## src/rtl/da_fir_pkg.sv

```systemverilog
package da_fir_pkg;
  localparam int unsigned DEF_TAPS = 16;
  localparam int unsigned DEF_DW   = 8;
  localparam int unsigned DEF_CW   = 16;
  localparam int unsigned DEF_GSZ  = 4;
  // c[15] first, c[0] last
  localparam logic [DEF_TAPS*DEF_CW-1:0] DEF_COEFS = {
    16'h0200, 16'hC000, 16'h4000, 16'hFFFF,
    16'h0001, 16'h0800, 16'hD000, 16'h3000,
    16'hFEDC, 16'h0123, 16'h8000, 16'h7FFF,
    16'h2000, 16'h1000, 16'hF800, 16'h0400
  };
endpackage

```

## src/rtl/da_fir_delay.sv

```systemverilog
module da_fir_delay #(
  parameter int unsigned TAPS = 16,
  parameter int unsigned DW   = 8
) (
  input  logic               clk_i,
  input  logic               rst_ni,
  input  logic               shift_i,
  input  logic [DW-1:0]      din_i,
  output logic [TAPS*DW-1:0] taps_o
);
  // tap k at [k*DW +: DW] holds x[n-k]
  always_ff @(posedge clk_i or negedge rst_ni) begin
    if (!rst_ni)      taps_o <= '0;
    else if (shift_i) taps_o <= {taps_o[(TAPS-1)*DW-1:0], din_i};
  end

  p_tap_hold_r4: assert property (@(posedge clk_i) disable iff (!rst_ni)
    !shift_i |=> $stable(taps_o));
endmodule

```

## src/rtl/da_fir_group.sv

```systemverilog
module da_fir_group #(
  parameter int unsigned DW  = 8,
  parameter int unsigned CW  = 16,
  parameter int unsigned GSZ = 4,
  parameter logic [GSZ*CW-1:0] GCOEF = '0,
  localparam int unsigned LN = 1 << GSZ,
  localparam int unsigned LW = CW + $clog2(GSZ),
  localparam int unsigned GW = DW + CW + $clog2(GSZ)
) (
  input  logic                 clk_i,
  input  logic                 rst_ni,
  input  logic [GSZ*DW-1:0]    taps_i,
  output logic signed [GW-1:0] sum_o
);
  function automatic logic [LN*LW-1:0] build_lut();
    logic [LN*LW-1:0]    tbl;
    logic signed [LW-1:0] acc;
    tbl = '0;
    for (int a = 0; a < LN; a++) begin
      acc = '0;
      for (int j = 0; j < GSZ; j++)
        if (a[j]) acc = acc + LW'($signed(GCOEF[j*CW +: CW]));
      tbl[a*LW +: LW] = acc;
    end
    return tbl;
  endfunction

  localparam logic [LN*LW-1:0] LUT = build_lut();

  logic [DW*GW-1:0] terms_flat;

  for (genvar b = 0; b < DW; b++) begin : g_bit
    logic [GSZ-1:0]       addr;
    logic signed [LW-1:0] part;
    logic signed [GW-1:0] ext;
    for (genvar j = 0; j < GSZ; j++) begin : g_addr
      assign addr[j] = taps_i[j*DW + b];
    end
    assign part = LUT[addr*LW +: LW];
    assign ext  = GW'(part);
    if (b == DW - 1) begin : g_sign
      assign terms_flat[b*GW +: GW] = -(ext <<< b);
    end else begin : g_mag
      assign terms_flat[b*GW +: GW] = ext <<< b;
    end
  end

  logic signed [GW-1:0] acc_d;
  always_comb begin
    acc_d = '0;
    for (int b = 0; b < DW; b++) acc_d = acc_d + $signed(terms_flat[b*GW +: GW]);
  end

  always_ff @(posedge clk_i or negedge rst_ni) begin
    if (!rst_ni) sum_o <= '0;
    else         sum_o <= acc_d;
  end

  p_grp_hold_r5: assert property (@(posedge clk_i) disable iff (!rst_ni)
    $stable(taps_i) |=> $stable(sum_o));
endmodule

```

## src/rtl/da_fir_top.sv

```systemverilog
module da_fir_top
  import da_fir_pkg::*;
#(
  parameter int unsigned TAPS = DEF_TAPS,
  parameter int unsigned DW   = DEF_DW,
  parameter int unsigned CW   = DEF_CW,
  parameter int unsigned GSZ  = DEF_GSZ,
  parameter logic [TAPS*CW-1:0] COEFS_P = DEF_COEFS,
  localparam int unsigned NGRP = TAPS / GSZ,
  localparam int unsigned GW   = DW + CW + $clog2(GSZ),
  localparam int unsigned OW   = DW + CW + $clog2(TAPS)
) (
  input  logic          clk_i,
  input  logic          rst_ni,
  input  logic          in_valid_i,
  input  logic [DW-1:0] x_i,
  output logic          out_valid_o,
  output logic [OW-1:0] y_o
);
  logic [TAPS*DW-1:0] taps;
  logic [NGRP*GW-1:0] grp_flat;
  logic [1:0]         vld_q;

  da_fir_delay #(.TAPS(TAPS), .DW(DW)) u_delay (
    .clk_i  (clk_i),
    .rst_ni (rst_ni),
    .shift_i(in_valid_i),
    .din_i  (x_i),
    .taps_o (taps)
  );

  for (genvar g = 0; g < NGRP; g++) begin : g_grp
    logic signed [GW-1:0] gsum;
    da_fir_group #(
      .DW   (DW),
      .CW   (CW),
      .GSZ  (GSZ),
      .GCOEF(COEFS_P[g*GSZ*CW +: GSZ*CW])
    ) u_grp (
      .clk_i (clk_i),
      .rst_ni(rst_ni),
      .taps_i(taps[g*GSZ*DW +: GSZ*DW]),
      .sum_o (gsum)
    );
    assign grp_flat[g*GW +: GW] = gsum;
  end

  logic signed [OW-1:0] tot_d;
  always_comb begin
    tot_d = '0;
    for (int g = 0; g < NGRP; g++) tot_d = tot_d + OW'($signed(grp_flat[g*GW +: GW]));
  end

  // pipeline runs every cycle; valid travels alongside
  always_ff @(posedge clk_i or negedge rst_ni) begin
    if (!rst_ni) begin
      vld_q       <= '0;
      out_valid_o <= 1'b0;
      y_o         <= '0;
    end else begin
      vld_q       <= {vld_q[0], in_valid_i};
      out_valid_o <= vld_q[1];
      y_o         <= tot_d;
    end
  end

  logic [1:0] cyc_q;
  always_ff @(posedge clk_i or negedge rst_ni) begin
    if (!rst_ni)             cyc_q <= '0;
    else if (cyc_q != 2'd3)  cyc_q <= cyc_q + 2'd1;
  end

  p_vld_latency_r2: assert property (@(posedge clk_i) disable iff (!rst_ni)
    (cyc_q == 2'd3) |-> (out_valid_o == $past(in_valid_i, 3)));

  p_y_hold_r5: assert property (@(posedge clk_i) disable iff (!rst_ni)
    !vld_q[1] |=> $stable(y_o));

  p_idle_valid_r2: assert property (@(posedge clk_i) disable iff (!rst_ni)
    !vld_q[1] |=> !out_valid_o);
endmodule

```

## config.mk

```make
export PLATFORM = sky130hd
export DESIGN_NAME = da_fir_top
export DESIGN_NICKNAME = d
export VERILOG_FILES = /design/src/rtl/da_fir_pkg.sv /design/src/rtl/da_fir_delay.sv /design/src/rtl/da_fir_group.sv /design/src/rtl/da_fir_top.sv
export SDC_FILE = /design/constraint.sdc
export NUM_CORES = 1
export LEC_CHECK = 0
export BUFFER_PORTS_ARGS = -buffer_cell sky130_fd_sc_hd__clkbuf_2
export CAP_MARGIN = 20
export CORE_MARGIN = 2
export CORE_UTILIZATION = 35
export CTS_CLUSTER_SIZE = 40
export DETAILED_ROUTE_END_ITERATION = 7
export PLACE_DENSITY = 0.46
export SYNTH_ARGS = -nofsm -noshare
export SYNTH_HDL_FRONTEND = slang
export SYNTH_SLANG_ARGS = --single-unit
```

## constraint.sdc

```tcl
create_clock -name clk_i -period 10.3 [get_ports clk_i]
set_clock_uncertainty 0.1 [all_clocks]
set_input_delay 1.03 -clock clk_i [delete_from_list [all_inputs] [get_ports clk_i]]
set_output_delay 1.03 -clock clk_i [all_outputs]
set_load 0.03 [all_outputs]
```

-- Word-level counts from Yosys, hierarchy flattened
Index checks and enable logic that the tools add are counted.
- register bits after elaboration: 263
- bits in latches: 0
- memory bits (writable): 0
- bits in read-only memories: 0
- input port bits: 11
- memories kept: 0
- add/subtract/negate cells: 35
- multiply operators: 32
- div/mod/pow operators: 0
- order comparisons: 0
- equal/unequal tests: 0
- shift operators: 32
- mux-type cells: 0
- bitwise gates (word level): 0
- reductions and logical operators: 0
- operator list (operator ; count):
    $shiftx 288x10->18 const A ; 32
    $mul 4x4->8 const B ; 32
    $add 26x26->26 ; 4
    $neg 25->26 ; 4
    $add 24x24->25 ; 4
    $add 23x23->24 ; 4
    $add 22x22->23 ; 4
    $add 21x21->22 ; 4
    $add 20x20->21 ; 4
    $add 18x19->20 ; 4
    $add 27x26->28 ; 1
    $add 28x26->28 ; 1
    $add 26x26->27 ; 1

-- Longest topological paths before layout
Gate-level depths: netlist of run 1.
- depth in word-level cells: 9
- gate-level depth with buffers: 29
- depth with buffers taken out: 29

-- Cells and area by module
A second synthesis of run 1 with hierarchy kept.
- cells, all modules: 2511
- area total of the unflattened synthesis: 25320.5 µm²
- modules (own cells, without submodules) (module ; times used ; cells an instance ; area each (µm²)):
    da_fir_group at g_grp[1].u_grp ; 1 ; 610 ; 5529.1
    da_fir_group at g_grp[3].u_grp ; 1 ; 595 ; 5382.7
    da_fir_delay ; 1 ; 270 ; 4822.1
    da_fir_top ; 1 ; 459 ; 4010.1
    da_fir_group at g_grp[2].u_grp ; 1 ; 292 ; 2949.1
    da_fir_group at g_grp[0].u_grp ; 1 ; 285 ; 2627.5

-- Worst setup path after synthesis of run 1
No wires, ideal clock.
- path type: flip-flop to flip-flop
- start point: register u_delay.taps_o[50]
- end point: register g_grp[1].u_grp.sum_o[22]
- arrival: 6410 ps
- required time: 10074 ps
- path slack: 3664 ps
- stages on the path, launching flop included: 25
- buffers on the path: 0
- period minus slack after synthesis: 6636 ps
- cells stage by stage: dfrtp_1 -> inv_1 -> ha_1 -> nor2_1 -> inv_1 -> fa_1 -> inv_1 -> fa_1 -> fa_1 -> inv_1 -> fa_1 -> fa_1 -> a21o_1 -> a21oi_1 -> o21a_1 -> nor2_1 -> a21oi_1 -> xnor2_1 -> ha_1 -> a21o_1 -> o41ai_2 -> o21ai_1 -> a41o_1 -> o41a_1 -> xor2_1
- longest elaborated chain between the ends: 8
- ends and longest elaborated chain (element ; line ; RTL):
    start, declared ; da_fir_delay.sv:9 ; output logic [TAPS*DW-1:0] taps_o
    start signal, assigned ; da_fir_delay.sv:14 ; else if (shift_i) taps_o <= {taps_o[(TAPS-1)*DW-1:0], din_i};
    $mul 4x4->8 ; da_fir_group.sv:39 ; assign part = LUT[addr*LW +: LW];
    $shiftx 288x10->18 ; da_fir_group.sv:39 ;
    $add 20x20->21 ; da_fir_group.sv:51 ; for (int b = 0; b < DW; b++) acc_d = acc_d + $signed(terms_flat[b*GW +: GW]);
    $add 21x21->22 ; da_fir_group.sv:51 ;
    $add 22x22->23 ; da_fir_group.sv:51 ;
    $add 23x23->24 ; da_fir_group.sv:51 ;
    $add 24x24->25 ; da_fir_group.sv:51 ;
    $add 26x26->26 ; da_fir_group.sv:51 ;
    named net g_grp[1].u_grp.acc_d[22] ; da_fir_group.sv:48 ; logic signed [GW-1:0] acc_d;
    end signal, assigned ; da_fir_group.sv:55 ; if (!rst_ni) sum_o <= '0;
    end signal, assigned ; da_fir_group.sv:56 ; else sum_o <= acc_d;
    end, declared ; da_fir_group.sv:13 ; output logic signed [GW-1:0] sum_o
The timed path passes the listed nets, and every way through them passes these cells.
A chain may end at the register's enable or synchronous reset.

-- Final worst setup path of run 1
Same ends and word-level chain as after synthesis.

==> metrics, run 1 <==
status=completed; H-tree depth=2; ANT nets after route=0; DR pass1 iterations=5; Netlist cell types=71; Final Hold Vio Count=0; largest net degree at the start of global routing=79; clk buf depth=3; Antenna Cells=0; area grow syn2layout=10.1%; most frequent cells in the layout=inv_1 (457), ha_1 (290), fa_1 (263), dfrtp_1 (250), nand2_1 (157); crit-path max FO=6; RSZ-0062 raised after global routing=false; Syn Area/Cell=10.0 um^2; die extent in y=263 um; cell repeated most along the worst path=fa_1; core area=0.0669 mm^2; post-CTS setup buffers=0; I/O pin total=40; Hold Buf Count CTS=0; I/O Buffers=39; Post-synth EDFFs=0; Sink Count=250; asr flop ratio synth=100%; initial antenna violation count=1; CP arrival=7.46 ns; vias in the first global route=16500; post_cts resized=0; drt drc=0; die area=0.0694 mm^2; HPWL Detailed=44000 um; final period utilization=69.4%; final wirelength=52800 um; 1st-iter DRT viols=692; WS Path Type=reg2reg; f_max=0.140 GHz; Max-Cap Viols=0; cells along the critical path=inv_1 > ha_1 > nor2_1 > inv_1 > fa_1 > inv_1 > fa_1 > fa_1 > inv_1 > fa_1 > fa_1 > a21o_1 > a21oi_1 > o21a_1 > nor2_1 > a21oi_1 > xnor2_1 > ha_1 > a21o_1 > o41ai_2 > o21ai_1 > a41o_1 > o41a_1 > xor2_1; crit-path max cell delay=0.63 ns; fraction of layout cells with a size suffix above 1=6.96%; final setup vio count=0; Worst Hold Class=reg2reg; Setup crit end kind=register; register clock-pin slew on the reported worst setup and hold paths=0.05 ns; WL per Instance=16.0 um; Worst Tran Pin Value=0.938 ns; CTS tree=done; Max-slew headroom=36.8%; critical path's top delay family=adder cells; Worst-Skew Late Latency=0.54 ns; Crit-path slowest cell=fa_1; Rows=95; Die Width=263 um; CP required=10.62 ns; area occupied by multi-input gates=0.0154 mm^2; vias per inst=4.72; routed via count=15500; Worst setup SP type=register; Ys Warns=0; Overflow after GRT=0; Starting Density=35.2%; CTS Buf Count=34; Root Buffer Master=clkbuf_16; global-route wire length before repair=88600 um; Slew Limit Fails=0; Yosys top cell by area=dfrtp_1; Post-Synthesis Cell Area=0.0236 mm^2; post-synth top area share=26.6%; Most used DFF post-synth=dfrtp_1; min cycle time layout=7.15 ns; final setup TNS=0 ns; layout filler cell count=6702; syn_nets=2910; Layout Nets=2954; RePlAce Congestion=0.819; worst path bufs/invs=4; register bit total from synthesis=250; Seq/Total Area, Yosys=26.6%; Syn Inst Count=2346; commonest non-fill, non-tap cell in the layout=inv_1; largest cells by area after synthesis=dfrtp_1 (27%), fa_1 (22%), ha_1 (15%); GRT Total Usage=16.0%; FF+latch area=0.00626 mm^2
==> state kept, by name, summed over array words and instances (netlist names) <==
name	count
g_grp.u_grp.sum_o	91
vld_q	2
out_valid_o	1
y_o	28
u_delay.taps_o	128
==> worst reg2reg max path: stages (launching register included) <==
cell,delay (ns)
dfrtp_1,0.42
inv_1,0.13
ha_1,0.20
nor2_1,0.30
inv_1,0.21
fa_1,0.63
inv_1,0.07
fa_1,0.47
fa_1,0.55
inv_1,0.05
fa_1,0.51
fa_1,0.47
a21o_1,0.18
a21oi_1,0.28
o21a_1,0.19
nor2_1,0.04
a21oi_1,0.17
xnor2_1,0.14
ha_1,0.29
a21o_1,0.23
o41ai_2,0.43
o21ai_1,0.21
a41o_1,0.30
o41a_1,0.32
xor2_1,0.14
==> path summary, 6_finish.rpt <==
path                                             to                from  slack, ns  depth (start not counted)
setup reg to reg           g_grp[1].u_grp.sum_o[22]  u_delay.taps_o[50]       3.15                         24
hold reg to reg                         out_valid_o            vld_q[1]       0.25                          0
min in group asynchronous       u_delay.taps_o[106]              rst_ni       0.32                          1
hold / removal                          out_valid_o            vld_q[1]       0.25                          0
max in group asynchronous        u_delay.taps_o[29]              rst_ni       7.77                          3
setup / recovery           g_grp[1].u_grp.sum_o[22]  u_delay.taps_o[50]       3.15                         24
==> final cells by class <==
| cell class | count | area share, % |
|---|---|---|
| Sequential cell | 250 | 24.1 |
| Clock inverter | 13 | 0.598 |
| Clock buffer | 48 | 3.88 |
| Inverter | 457 | 6.62 |
| Tap cell | 873 | 4.21 |
| Timing Repair Buffer | 46 | 1.02 |
| Multi-Input combinational cell | 1601 | 59.6 |
==> cells by family (layout without fill, tap and decap cells) <==
logic type	after synthesis	in the layout	synth area share, %
adder cells (fa/ha/maj)	553	553	37.8
buffers and inverters	495	564	7.89
AO/OA/AOI/OAI	449	449	12.0
AND/OR/NAND/NOR	399	399	7.75
flip-flops	250	250	26.6
XOR/XNOR	132	132	4.91
multiplexers	68	68	3.16
==> per-stage QoR <==
step / util, % / setup WS [ns] / std cells / area [um^2] / hold WS (ns)
2_1_floorplan: - / 3.66 / 2346 / 23600 / 0.231
4_1_cts: 38.7 / 3.12 / 3288 / 25900 / 0.253
3_3_place_gp: 37.0 / 3.22 / 3227 / 24800 / 0.238
3_5_place_dp: 37.0 / 3.14 / 3227 / 24800 / 0.240
6_report: 38.7 / 3.15 / 3288 / 25900 / 0.250
5_1_grt: 38.7 / 2.73 / 3288 / 25900 / 0.257
==> Yosys cell counts, types with 22 or more instances <==
| cell type | n |
|---|---|
| o21ai_1 | 22 |
| nor3_1 | 25 |
| nor2b_1 | 22 |
| o21ai_0 | 134 |
| clkbuf_1 | 35 |
| mux2_2 | 51 |
| a21oi_1 | 104 |
| xor2_1 | 25 |
| nor2_1 | 102 |
| xnor2_1 | 107 |
| inv_1 | 457 |
| ha_1 | 290 |
| o21a_1 | 27 |
| a21o_1 | 48 |
| nand2b_1 | 22 |
| dfrtp_1 | 250 |
| fa_1 | 263 |
| nand2_1 | 157 |
==> routing by layer <==
metal	track usage [%]	share of wire, %
met5	0	0
met4	5.92	3.6
met3	2.33	3.3
met2	25.7	45
met1	21.9	48
Power of run 1 is not shown: default switching activity piles up to over one toggle a cycle in this logic, so the estimate is an artifact.
==> inputs of run 2 (changes only) <==
==> constraint.sdc (replaced) <==
create_clock -name clk_i -period 6.7 [get_ports clk_i]
set_clock_uncertainty 0.1 [all_clocks]
set_input_delay 0.67 -clock clk_i [delete_from_list [all_inputs] [get_ports clk_i]]
set_output_delay 0.67 -clock clk_i [all_outputs]
set_load 0.03 [all_outputs]
==> run 2 against run 1 <==
Effect of this change: design area grew 1.8%; final cell count grew 1.1%; register-to-register slack lost 2.8 ns; die area is the same; hold slack lost 0.15 ns; first-iteration DRC count shrank 2.6%; sequential share of layout area shrank 0.41 points; count of clock-buffer cells in the layout is the same; largest cell class unchanged.
==> metrics, run 2 (synthesis gave the netlist of run 1 again) <==
Rows=95 (unchanged); layout filler cell count=6639 (was 6702); Post-DP Area=0.0250 mm^2 (was 0.0248 mm^2); Reg-to-Reg End=g_grp[1].u_grp.sum_o[24] (was g_grp[1].u_grp.sum_o[22]); vias per inst=4.71 (was 4.72); R2R depth=24 (unchanged); Setup crit end kind=register (unchanged); Max-slew headroom=33.5% (was 36.8%); GR peak layer=met2 (unchanged); Antenna Cells=0 (unchanged); Worst Tran Pin Value=0.998 ns (was 0.938 ns); HPWL Detailed=44000 um (about the same); placed cell count=3252 (was 3227); biggest regs=u_delay.taps_o x128, g_grp.u_grp.sum_o x91, y_o x28 (unchanged); Finished Layout Cells=3324 (was 3288); area grow syn2layout=12.1% (was 10.1%); vias in the first global route=16900 (was 16500); Root Buffer Master=clkbuf_16 (unchanged); initial antenna violation count=1 (unchanged); Largest register FFs=128 (unchanged); Worst Setup EP=g_grp[1].u_grp.sum_o[24] (was g_grp[1].u_grp.sum_o[22]); CP arrival=6.67 ns (was 7.46 ns); status=completed (unchanged); f_max=0.157 GHz (was 0.140 GHz); worst r2r src=u_delay.taps_o[33] (was u_delay.taps_o[50]); Die Width=263 um (unchanged); Worst setup SP type=register (unchanged); Biggest register=u_delay.taps_o (unchanged); crit-path max FO=5 (was 6); die extent in y=263 um (unchanged); R2R setup slack=0.34 ns (was 3.15 ns); Crit-path slowest cell=fa_1 (unchanged); Final Hold Vio Count=0 (unchanged); Overflow after GRT=0 (unchanged); die area=0.0694 mm^2 (unchanged); final period utilization=94.9% (was 69.4%); Starting Density=35.2% (unchanged); post-layout util=39.4% (was 38.7%); Worst-Skew Late Latency=0.55 ns (was 0.54 ns); CP required=7.01 ns (was 10.62 ns); WL per Instance=16.1 um (was 16.0 um); drt drc=0 (unchanged); WS Path Type=reg2reg (unchanged); DR pass1 iterations=5 (unchanged); RePlAce Congestion=0.826 (was 0.819); crit-path max cell delay=0.55 ns (was 0.63 ns); final std cell area, no fill=0.0264 mm^2 (was 0.0259 mm^2); I/O Buffers=39 (unchanged); met3 Resource Use GR=1.95% (was 2.33%); Slew Limit Fails=0 (unchanged); ANT nets after route=0 (unchanged); final setup TNS=0 ns (unchanged); H-tree depth=2 (unchanged); cell repeated most along the worst path=a21o_1 (was fa_1); most frequent cells in the layout=inv_1 (451), ha_1 (288), fa_1 (260), dfrtp_1 (247), nand2_1 (157) (was inv_1 (457), ha_1 (290), fa_1 (263), dfrtp_1 (250), nand2_1 (157)); GRT Total Usage=16.2% (was 16.0%); Worst Hold Class=in2async (was reg2reg); largest net degree at the start of global routing=142 (was 79); Sink Count=250 (unchanged); clk buf depth=3 (unchanged); routed via count=15600 (was 15500); Max-Cap Viols=0 (unchanged); register clock-pin slew on the reported worst setup and hold paths=0.05 ns (about the same); min cycle time layout=6.36 ns (was 7.15 ns); global-route wire length before repair=89700 um (was 88600 um); final setup vio count=0 (unchanged); CTS tree=done (unchanged); cells along the critical path=inv_1 > ha_1 > o31ai_1 > fa_1 > fa_1 > fa_1 > inv_1 > fa_1 > inv_1 > ha_1 > a21o_1 > a21o_1 > a21o_1 > a21o_1 > a21oi_1 > o21ai_1 > xor2_1 > ha_1 > a21o_1 > a21oi_1 > nor2b_1 > nor3_1 > o31ai_1 > xor2_1 (was inv_1 > ha_1 > nor2_1 > inv_1 > fa_1 > inv_1 > fa_1 > fa_1 > inv_1 > fa_1 > fa_1 > a21o_1 > a21oi_1 > o21a_1 > nor2_1 > a21oi_1 > xnor2_1 > ha_1 > a21o_1 > o41ai_2 > o21ai_1 > a41o_1 > o41a_1 > xor2_1); final wirelength=53500 um (was 52800 um); CTS Buf Count=35 (was 34); M1 GR Usage=22.4% (was 21.9%); GRT met2 Usage=27.2% (was 25.7%); fraction of layout cells with a size suffix above 1=9.38% (was 6.96%); core area=0.0669 mm^2 (unchanged); Layout Nets=2992 (was 2954); critical path launch point=u_delay.taps_o[33] (was u_delay.taps_o[50]); commonest non-fill, non-tap cell in the layout=inv_1 (unchanged); I/O pin total=40 (unchanged); 1st-iter DRT viols=674 (was 692)
-- run 2: cell types whose count changed in the layout (fill, tap and decap cells not counted), sizes merged --
cell | previous run | this run
buf | 9 | 46
bufinv | 3 | 6
clkinvlp | 3 | 1
inv | 459 | 457
-- run 2: metal layers --
layer	part of all wire [%]	routed length, um
met5	0	0
met4	1.5	786
met3	2.5	1320
met2	47	25000
met1	49	26500
-- run 2: layout make-up --
cell class	count	area (um^2)	area share [%]
multi-input combinational	1601	15500	58.9
sequential	250	6260	23.7
inverter	457	1720	6.50
tap	873	1090	4.14
clock buffer	48	1020	3.85
timing repair buffer	83	554	2.10
clock inverter	12	220	0.834
-- run 2: worst min-delay path by stage --
stage	start	endpoint	slack, ns	depth (start not counted)
2_1_floorplan	vld_q[1]	out_valid_o	0.23	0
3_3_place_gp	vld_q[1]	out_valid_o	0.23	0
3_5_place_dp	vld_q[1]	out_valid_o	0.24	0
4_1_cts	rst_ni	u_delay.taps_o[105]	0.12	1
5_1_grt	rst_ni	u_delay.taps_o[105]	0.16	1
6_report	rst_ni	u_delay.taps_o[105]	0.10	1
-- run 2: critical path, delay by kind of cell, from the launching register on --
family / cells / cell delay, ns
fa+ha+maj: 7 / 2.98
compound gates: 10 / 1.94
flops: 1 / 0.42
xor+xnor: 2 / 0.30
simple gates: 2 / 0.28
buf+inv: 3 / 0.19
-- run 2: timing repair --
| action | 4_1_cts | 5_1_grt |
|---|---|---|
| setup endpoints to repair | 0 | 16 |
| buffers inserted | 0 | 12 |
| hold buffers | 0 | 0 |
| resized for setup | 0 | 32 |
-- run 2: metrics by stage --
step | setup slack [ns] | hold WS [ns]
3_5_place_dp | 0.0370 | 0.237
4_1_cts | 0.0433 | 0.115
6_report | 0.344 | 0.100
3_3_place_gp | 0.119 | 0.233
2_1_floorplan | 0.0644 | 0.231
5_1_grt | -0.0278 | 0.160
Power of run 2 is left out for the same reason.
